## config.mk

```make
export PLATFORM = sky130hd
export DESIGN_NAME = ext_area_bus
export DESIGN_NICKNAME = d
export VERILOG_FILES = /design/src/rtl/ebi_pkg.sv /design/src/rtl/ebi_area_decode.sv /design/src/rtl/ebi_bus_fsm.sv /design/src/rtl/ebi_lane_steer.sv /design/src/rtl/ext_area_bus.sv
export SDC_FILE = /design/constraint.sdc
export NUM_CORES = 1
export LEC_CHECK = 0
export CAP_MARGIN = 20
export CORE_MARGIN = 4
export CORE_UTILIZATION = 45
export DETAILED_ROUTE_END_ITERATION = 8
export GPL_TIMING_DRIVEN = 1
export PLACE_DENSITY = 0.87
export SLEW_MARGIN = 20
export SYNTH_ARGS = -nofsm -noshare
export SYNTH_HDL_FRONTEND = slang
export SYNTH_SLANG_ARGS = --single-unit
```

## constraint.sdc

```tcl
create_clock -name clk -period 3.4 [get_ports clk]
set_input_delay 0.85 -clock clk [delete_from_list [all_inputs] [get_ports clk]]
set_output_delay 0.85 -clock clk [all_outputs]
set_load 0.01 [all_outputs]
```

## src/rtl/ebi_pkg.sv

```systemverilog
package ebi_pkg;
  parameter int unsigned WAIT_W = 2;

  typedef enum logic [2:0] {
    ST_IDLE = 3'd0,
    ST_T1   = 3'd1,
    ST_T2   = 3'd2,
    ST_TW   = 3'd3,
    ST_T3   = 3'd4
  } bus_st_e;

  typedef struct packed {
    logic              wide;
    logic              slow;
    logic [WAIT_W-1:0] waits;
  } area_cfg_t;
endpackage

```

## src/rtl/ebi_area_decode.sv

```systemverilog
module ebi_area_decode
  import ebi_pkg::*;
#(
  parameter  int unsigned ADDR_W    = 24,
  parameter  int unsigned AREAS     = 8,
  localparam int unsigned AREA_BITS = $clog2(AREAS)
) (
  input  logic [ADDR_W-1:0]       addr_i,
  input  logic [AREAS-1:0]        cfg_wide_i,
  input  logic [AREAS-1:0]        cfg_slow_i,
  input  logic [AREAS*WAIT_W-1:0] cfg_wait_i,
  output logic [AREA_BITS-1:0]    area_o,
  output area_cfg_t               cfg_o
);
  area_cfg_t cfg_tab [AREAS];

  for (genvar g = 0; g < AREAS; g++) begin : g_area
    assign cfg_tab[g].wide  = cfg_wide_i[g];
    assign cfg_tab[g].slow  = cfg_slow_i[g];
    assign cfg_tab[g].waits = cfg_wait_i[g*WAIT_W +: WAIT_W];
  end

  assign area_o = addr_i[ADDR_W-1 -: AREA_BITS];
  assign cfg_o  = cfg_tab[area_o];
endmodule

```

## src/rtl/ebi_bus_fsm.sv

```systemverilog
module ebi_bus_fsm
  import ebi_pkg::*;
(
  input  logic              clk,
  input  logic              rst_n,
  input  logic              start_i,
  input  logic              slow_i,
  input  logic [WAIT_W-1:0] waits_i,
  input  logic              split_i,
  output bus_st_e           state_o,
  output logic              phase_o,
  output logic              phase_end_o,
  output logic              done_o
);
  bus_st_e           st_q, st_n;
  logic [WAIT_W-1:0] wc_q, wc_n;
  logic              ph_q, ph_n;
  logic              done_q, done_n;
  logic              phase_end;
  logic              more;

  assign more = split_i && !ph_q;

  always_comb begin
    st_n      = st_q;
    wc_n      = wc_q;
    ph_n      = ph_q;
    phase_end = 1'b0;
    case (st_q)
      ST_IDLE: begin
        if (start_i) begin
          st_n = ST_T1;
          ph_n = 1'b0;
        end
      end
      ST_T1: st_n = ST_T2;
      ST_T2: begin
        if (!slow_i) begin
          phase_end = 1'b1;
        end else if (waits_i == '0) begin
          st_n = ST_T3;
        end else begin
          st_n = ST_TW;
          wc_n = waits_i - WAIT_W'(1);
        end
      end
      ST_TW: begin
        if (wc_q == '0) st_n = ST_T3;
        else            wc_n = wc_q - WAIT_W'(1);
      end
      ST_T3:   phase_end = 1'b1;
      default: st_n = ST_IDLE;
    endcase
    if (phase_end) begin
      if (more) begin
        st_n = ST_T1;
        ph_n = 1'b1;
      end else begin
        st_n = ST_IDLE;
      end
    end
    done_n = phase_end && !more;
  end

  always_ff @(posedge clk or negedge rst_n) begin
    if (!rst_n) begin
      st_q   <= ST_IDLE;
      wc_q   <= '0;
      ph_q   <= 1'b0;
      done_q <= 1'b0;
    end else begin
      st_q   <= st_n;
      wc_q   <= wc_n;
      ph_q   <= ph_n;
      done_q <= done_n;
    end
  end

  assign state_o     = st_q;
  assign phase_o     = ph_q;
  assign phase_end_o = phase_end;
  assign done_o      = done_q;
endmodule

```

## src/rtl/ebi_lane_steer.sv

```systemverilog
module ebi_lane_steer #(
  parameter  int unsigned DATA_W = 16,
  localparam int unsigned HALF   = DATA_W / 2
) (
  input  logic              clk,
  input  logic              rst_n,
  input  logic              wide_i,
  input  logic              word_i,
  input  logic              a0_i,
  input  logic              phase_i,
  input  logic              capture_i,
  input  logic [DATA_W-1:0] wdata_i,
  input  logic [DATA_W-1:0] din_i,
  output logic [DATA_W-1:0] dout_o,
  output logic              hi_en_o,
  output logic              lo_en_o,
  output logic [DATA_W-1:0] rdata_o
);
  logic [DATA_W-1:0] rdata_q, rdata_n;
  logic [HALF-1:0]   wb_lo, wb_hi, din_hi, din_lo;

  assign wb_lo  = wdata_i[HALF-1:0];
  assign wb_hi  = wdata_i[DATA_W-1:HALF];
  assign din_lo = din_i[HALF-1:0];
  assign din_hi = din_i[DATA_W-1:HALF];

  always_comb begin
    if (wide_i && word_i) begin
      dout_o  = wdata_i;
      hi_en_o = 1'b1;
      lo_en_o = 1'b1;
    end else if (wide_i) begin
      dout_o  = {wb_lo, wb_lo};
      hi_en_o = !a0_i;
      lo_en_o = a0_i;
    end else if (word_i) begin
      dout_o  = phase_i ? {wb_lo, wb_lo} : {wb_hi, wb_hi};
      hi_en_o = 1'b1;
      lo_en_o = 1'b0;
    end else begin
      dout_o  = {wb_lo, wb_lo};
      hi_en_o = 1'b1;
      lo_en_o = 1'b0;
    end
  end

  always_comb begin
    rdata_n = rdata_q;
    if (wide_i && word_i) begin
      rdata_n = din_i;
    end else if (wide_i) begin
      rdata_n = {{HALF{1'b0}}, (a0_i ? din_lo : din_hi)};
    end else if (word_i) begin
      if (phase_i) rdata_n[HALF-1:0]      = din_hi;
      else         rdata_n[DATA_W-1:HALF] = din_hi;
    end else begin
      rdata_n = {{HALF{1'b0}}, din_hi};
    end
  end

  always_ff @(posedge clk or negedge rst_n) begin
    if (!rst_n) begin
      rdata_q <= '0;
    end else if (capture_i) begin
      rdata_q <= rdata_n;
    end
  end

  assign rdata_o = rdata_q;
endmodule

```

## src/rtl/ext_area_bus.sv

```systemverilog
module ext_area_bus
  import ebi_pkg::*;
#(
  parameter  int unsigned ADDR_W    = 24,
  parameter  int unsigned AREAS     = 8,
  parameter  int unsigned DATA_W    = 16,
  localparam int unsigned AREA_BITS = $clog2(AREAS)
) (
  input  logic                    clk,
  input  logic                    rst_n,
  input  logic [AREAS-1:0]        cfg_wide_i,
  input  logic [AREAS-1:0]        cfg_slow_i,
  input  logic [AREAS*WAIT_W-1:0] cfg_wait_i,
  input  logic                    req_valid_i,
  input  logic [ADDR_W-1:0]       req_addr_i,
  input  logic                    req_word_i,
  input  logic                    req_write_i,
  input  logic [DATA_W-1:0]       req_wdata_i,
  output logic [DATA_W-1:0]       rdata_o,
  output logic                    done_o,
  output logic [ADDR_W-1:0]       ext_addr_o,
  output logic [DATA_W-1:0]       ext_dout_o,
  input  logic [DATA_W-1:0]       ext_din_i,
  output logic                    ext_oe_o,
  output logic                    ext_rd_n_o,
  output logic                    ext_wr_hi_n_o,
  output logic                    ext_wr_lo_n_o,
  output logic [AREAS-1:0]        ext_cs_n_o
);
  logic rst_meta, rst_core_n;

  always_ff @(posedge clk or negedge rst_n) begin
    if (!rst_n) begin
      rst_meta   <= 1'b0;
      rst_core_n <= 1'b0;
    end else begin
      rst_meta   <= 1'b1;
      rst_core_n <= rst_meta;
    end
  end

  logic [AREA_BITS-1:0] dec_area;
  area_cfg_t            dec_cfg;

  ebi_area_decode #(.ADDR_W(ADDR_W), .AREAS(AREAS)) u_decode (
    .addr_i     (req_addr_i),
    .cfg_wide_i (cfg_wide_i),
    .cfg_slow_i (cfg_slow_i),
    .cfg_wait_i (cfg_wait_i),
    .area_o     (dec_area),
    .cfg_o      (dec_cfg)
  );

  bus_st_e state;
  logic    phase, phase_end, start, busy, split;

  logic [ADDR_W-1:0]    addr_q;
  logic                 word_q, write_q;
  logic [DATA_W-1:0]    wdata_q;
  logic [AREA_BITS-1:0] area_q;
  area_cfg_t            cfg_q;

  assign start = req_valid_i && (state == ST_IDLE);
  assign busy  = (state != ST_IDLE);
  assign split = word_q && !cfg_q.wide;

  always_ff @(posedge clk or negedge rst_core_n) begin
    if (!rst_core_n) begin
      addr_q  <= '0;
      word_q  <= 1'b0;
      write_q <= 1'b0;
      wdata_q <= '0;
      area_q  <= '0;
      cfg_q   <= '0;
    end else if (start) begin
      addr_q  <= req_addr_i;
      word_q  <= req_word_i;
      write_q <= req_write_i;
      wdata_q <= req_wdata_i;
      area_q  <= dec_area;
      cfg_q   <= dec_cfg;
    end
  end

  ebi_bus_fsm u_fsm (
    .clk         (clk),
    .rst_n       (rst_core_n),
    .start_i     (start),
    .slow_i      (cfg_q.slow),
    .waits_i     (cfg_q.waits),
    .split_i     (split),
    .state_o     (state),
    .phase_o     (phase),
    .phase_end_o (phase_end),
    .done_o      (done_o)
  );

  logic hi_en, lo_en;

  ebi_lane_steer #(.DATA_W(DATA_W)) u_lanes (
    .clk       (clk),
    .rst_n     (rst_core_n),
    .wide_i    (cfg_q.wide),
    .word_i    (word_q),
    .a0_i      (addr_q[0]),
    .phase_i   (phase),
    .capture_i (phase_end && !write_q),
    .wdata_i   (wdata_q),
    .din_i     (ext_din_i),
    .dout_o    (ext_dout_o),
    .hi_en_o   (hi_en),
    .lo_en_o   (lo_en),
    .rdata_o   (rdata_o)
  );

  logic rd_win, wr_win;

  assign rd_win = (state == ST_T2) || (state == ST_TW) || (state == ST_T3);
  assign wr_win = (state == ST_T2) || (state == ST_TW);

  assign ext_addr_o    = {addr_q[ADDR_W-1:1], (word_q ? phase : addr_q[0])};
  assign ext_oe_o      = busy && write_q;
  assign ext_rd_n_o    = !(busy && !write_q && rd_win);
  assign ext_wr_hi_n_o = !(write_q && wr_win && hi_en);
  assign ext_wr_lo_n_o = !(write_q && wr_win && lo_en);

  for (genvar g = 0; g < AREAS; g++) begin : g_cs
    assign ext_cs_n_o[g] = !(busy && (area_q == AREA_BITS'(g)));
  end
endmodule

```

==> metrics <==
Seq/Total Area, Yosys=51.2%; worst relative slew slack=roughly 30%; Tot GR Track Use=21.4%; CP max FO=14; fin nets=622; actual slew at the worst max-slew pin=~1000 ps; area of the multi-input gates=~0.0016 mm^2; hold endpoint=rst_core_n; first-pass GRT wire length=around 15000 um; Initial DRC Count=approximately 130; Tcrit/Tclk final=between 90% and 100%; share of cells above drive strength 1=a little under a tenth; register area=roughly 0.0018 mm^2; Die Height=about 96 um; kind of critical path=reg -> out; commonest cells after routing, fill and taps aside=161 x clkdlybuf4s50_1, 148 x nand2_1, 70 x dfrtp_1; Worst setup EP type=primary output; final setup margin=slightly above 300 ps; Syn Inst Count=369; PortBufs=between 150 and 200; Skew-Pair Late Insertion Delay=340 ps; fin. max-slew vios=0; setup TNS=0 ps; worst min path class=reg -> reg; pwr/cell area=approximately 850 mW/mm^2; Reg2Reg Setup Slack=around 1300 ps; CTS clk-pin slew, worst paths=around 70 ps; row cnt=31; vias per cell=between 4 and 5; Reg2Reg Capture Point=addr_q[23]; die width=around 96 um; Synth top area share=roughly half; routed wire length=9610 um; Place WS=between 400 and 500 ps; Final Hold Viols=0; Core Area=around 0.0074 mm^2; DRT Pass-1 Iters=4; Wirelength per Cell=between 15 and 20 um; FF-to-FF path depth=5; Final Setup Violations=0; area leader, netlist=dfrtp_1; GP Congestion=around 0.86; synthesized cell area=between 0.003 and 0.004 mm^2; TritonCTS Buffers=9; max_cap viols=0; VDD IR max=approximately 0.50 mV; Fill cells=between 500 and 600; residual overflow from global routing=0; flip-flop and latch count after synthesis=just over 70; worst hold start=rst_meta; Async SR Flop Fraction=between 90% and 100%; ANT nets after route=0; Syn. warnings=0; critical path arrival=~2200 ps; Clock Skews=between 10 and 15 ps; DIE AREA=approximately 0.009 mm^2; largest net degree at the start of global routing=45; CTS Buffer Depth=2; leading cell type in the layout, fill and taps excluded=clkdlybuf4s50_1; HPWL after DPL=between 7000 and 8000 um; Net Count, Synth=~460; number of enable flip-flop cells after synthesis=0; R2R Path Start=u_fsm.state_o[0]; Area contributors post-synth=dfrtp_1 51%, nand2_1 16%, mux2i_1 9.2%; CP startpoint kind=flop; H-tree Lvls=3; IO Pins=approximately 160; area delta synth->final=56.1%; TritonCTS Sinks=71; Tmin final=3090 ps; Critical Path RT=about 2600 ps; Post-synth top flop=dfrtp_1; syn avg cell area=9.40 um^2; drt drc=0; postcts setup bufs=0; RSZ-0062 raised after global routing=false; # diodes=0; library cells used by synthesis=34; CTS tree=done; hold path depth=0; vias=3067; vias in the first global route=3194; initial antenna violation count=0; fmax=around 320 MHz; root buf cell=clkbuf_8; P_leak=between 2 and 2.5 nW; status=finished clean; Initial Util=47.0%
state kept, by name, indices dropped and copies added, names as in the netlist:
| name | count |
|---|---|
| addr_q | 24 |
| cfg_q | 4 |
| rst_core_n | 1 |
| rst_meta | 1 |
| u_fsm.done_o | 1 |
| u_fsm.phase_o | 1 |
| u_fsm.state_o | 3 |
| u_fsm.wc_q | 2 |
| u_lanes.rdata_o | 16 |
| wdata_q | 16 |
| word_q | 1 |
| write_q | 1 |
metrics by stage:
stage	instance area (um^2)	hold slack (ps)	instances	power, mW	utilization, %
global placement	5190	341	617	3.78	70.5
CTS	5410	361	633	4.62	73.4
global route	5410	373	633	4.90	73.4
finish	5410	359	633	4.57	73.4
detailed placement	5190	337	617	3.87	70.5
floorplan	3470	331	369	2.68	-
cells in the mapped netlist, types with 2 or more instances:
library cell  instances
dfrtp_1              71
mux2_2               17
nor2b_1               6
buf_2                 4
a21oi_1              12
nand3_1               2
nor2_1               16
nand2b_1              3
mux4_2                4
o21ai_0               6
inv_1                11
clkbuf_1             13
mux2i_1              32
o21ai_1               2
nand2_1             148
o22ai_1               3
nor3_1                2
worst max-delay path by stage:
stage | start | to | slack, ps
finish | word_q | ext_dout_o[6] | 310
global route | u_fsm.state_o[0] | ext_cs_n_o[5] | 220
CTS | u_fsm.phase_o | ext_dout_o[8] | 110
detailed placement | u_fsm.phase_o | ext_dout_o[8] | 500
global placement | u_fsm.phase_o | ext_dout_o[11] | 510
floorplan | cfg_q[3] | ext_dout_o[0] | 920
layout make-up:
| class | count | share of cell area [%] |
|---|---|---|
| clock buffers | 11 | 2.43 |
| clock inverters | 5 | 1.53 |
| inverters | 11 | 0.763 |
| multi-input cells | 268 | 29.2 |
| flip-flops and latches | 71 | 32.9 |
| well taps | 99 | 2.29 |
| repair buffers | 168 | 31.0 |
worst max-delay path, cell delays in order (launching register included):
cell             delay, ps
dfrtp_1                390
buf_4                  230
nor3b_2                180
buf_4                  240
mux2_2                 360
clkdlybuf4s50_1        500
metal layers:
metal  wire, um  GRT usage [%]
met3        746           6.02
met1       3990           27.4
met4        127           7.23
met2       4740           34.9
met5          0              0
kinds of logic after synthesis:
kind of cell           count (synthesis)  share of synthesized area, %
AO/OA/AOI/OAI                         31                          6.39
buffers and inverters                 30                          3.50
flip-flops                            71                          51.2
multiplexers                          53                          17.4
other                                  1                         0.108
AND/OR/NAND/NOR                      183                          21.4
report_power, final:
group,leakage (nW),total (mW),internal [mW],switching [mW]
Combinational,1.49,2.33,1.26,1.06
Clock,0.107,0.723,0.415,0.307
Sequential,0.871,1.53,1.21,0.313
repair_timing:
action	4_1_cts	5_1_grt
hold buffers	0	0
endpoints found under the setup margin	0	2
gates resized for setup	0	1
No activity file was read; power rests on OpenSTA's default activity.
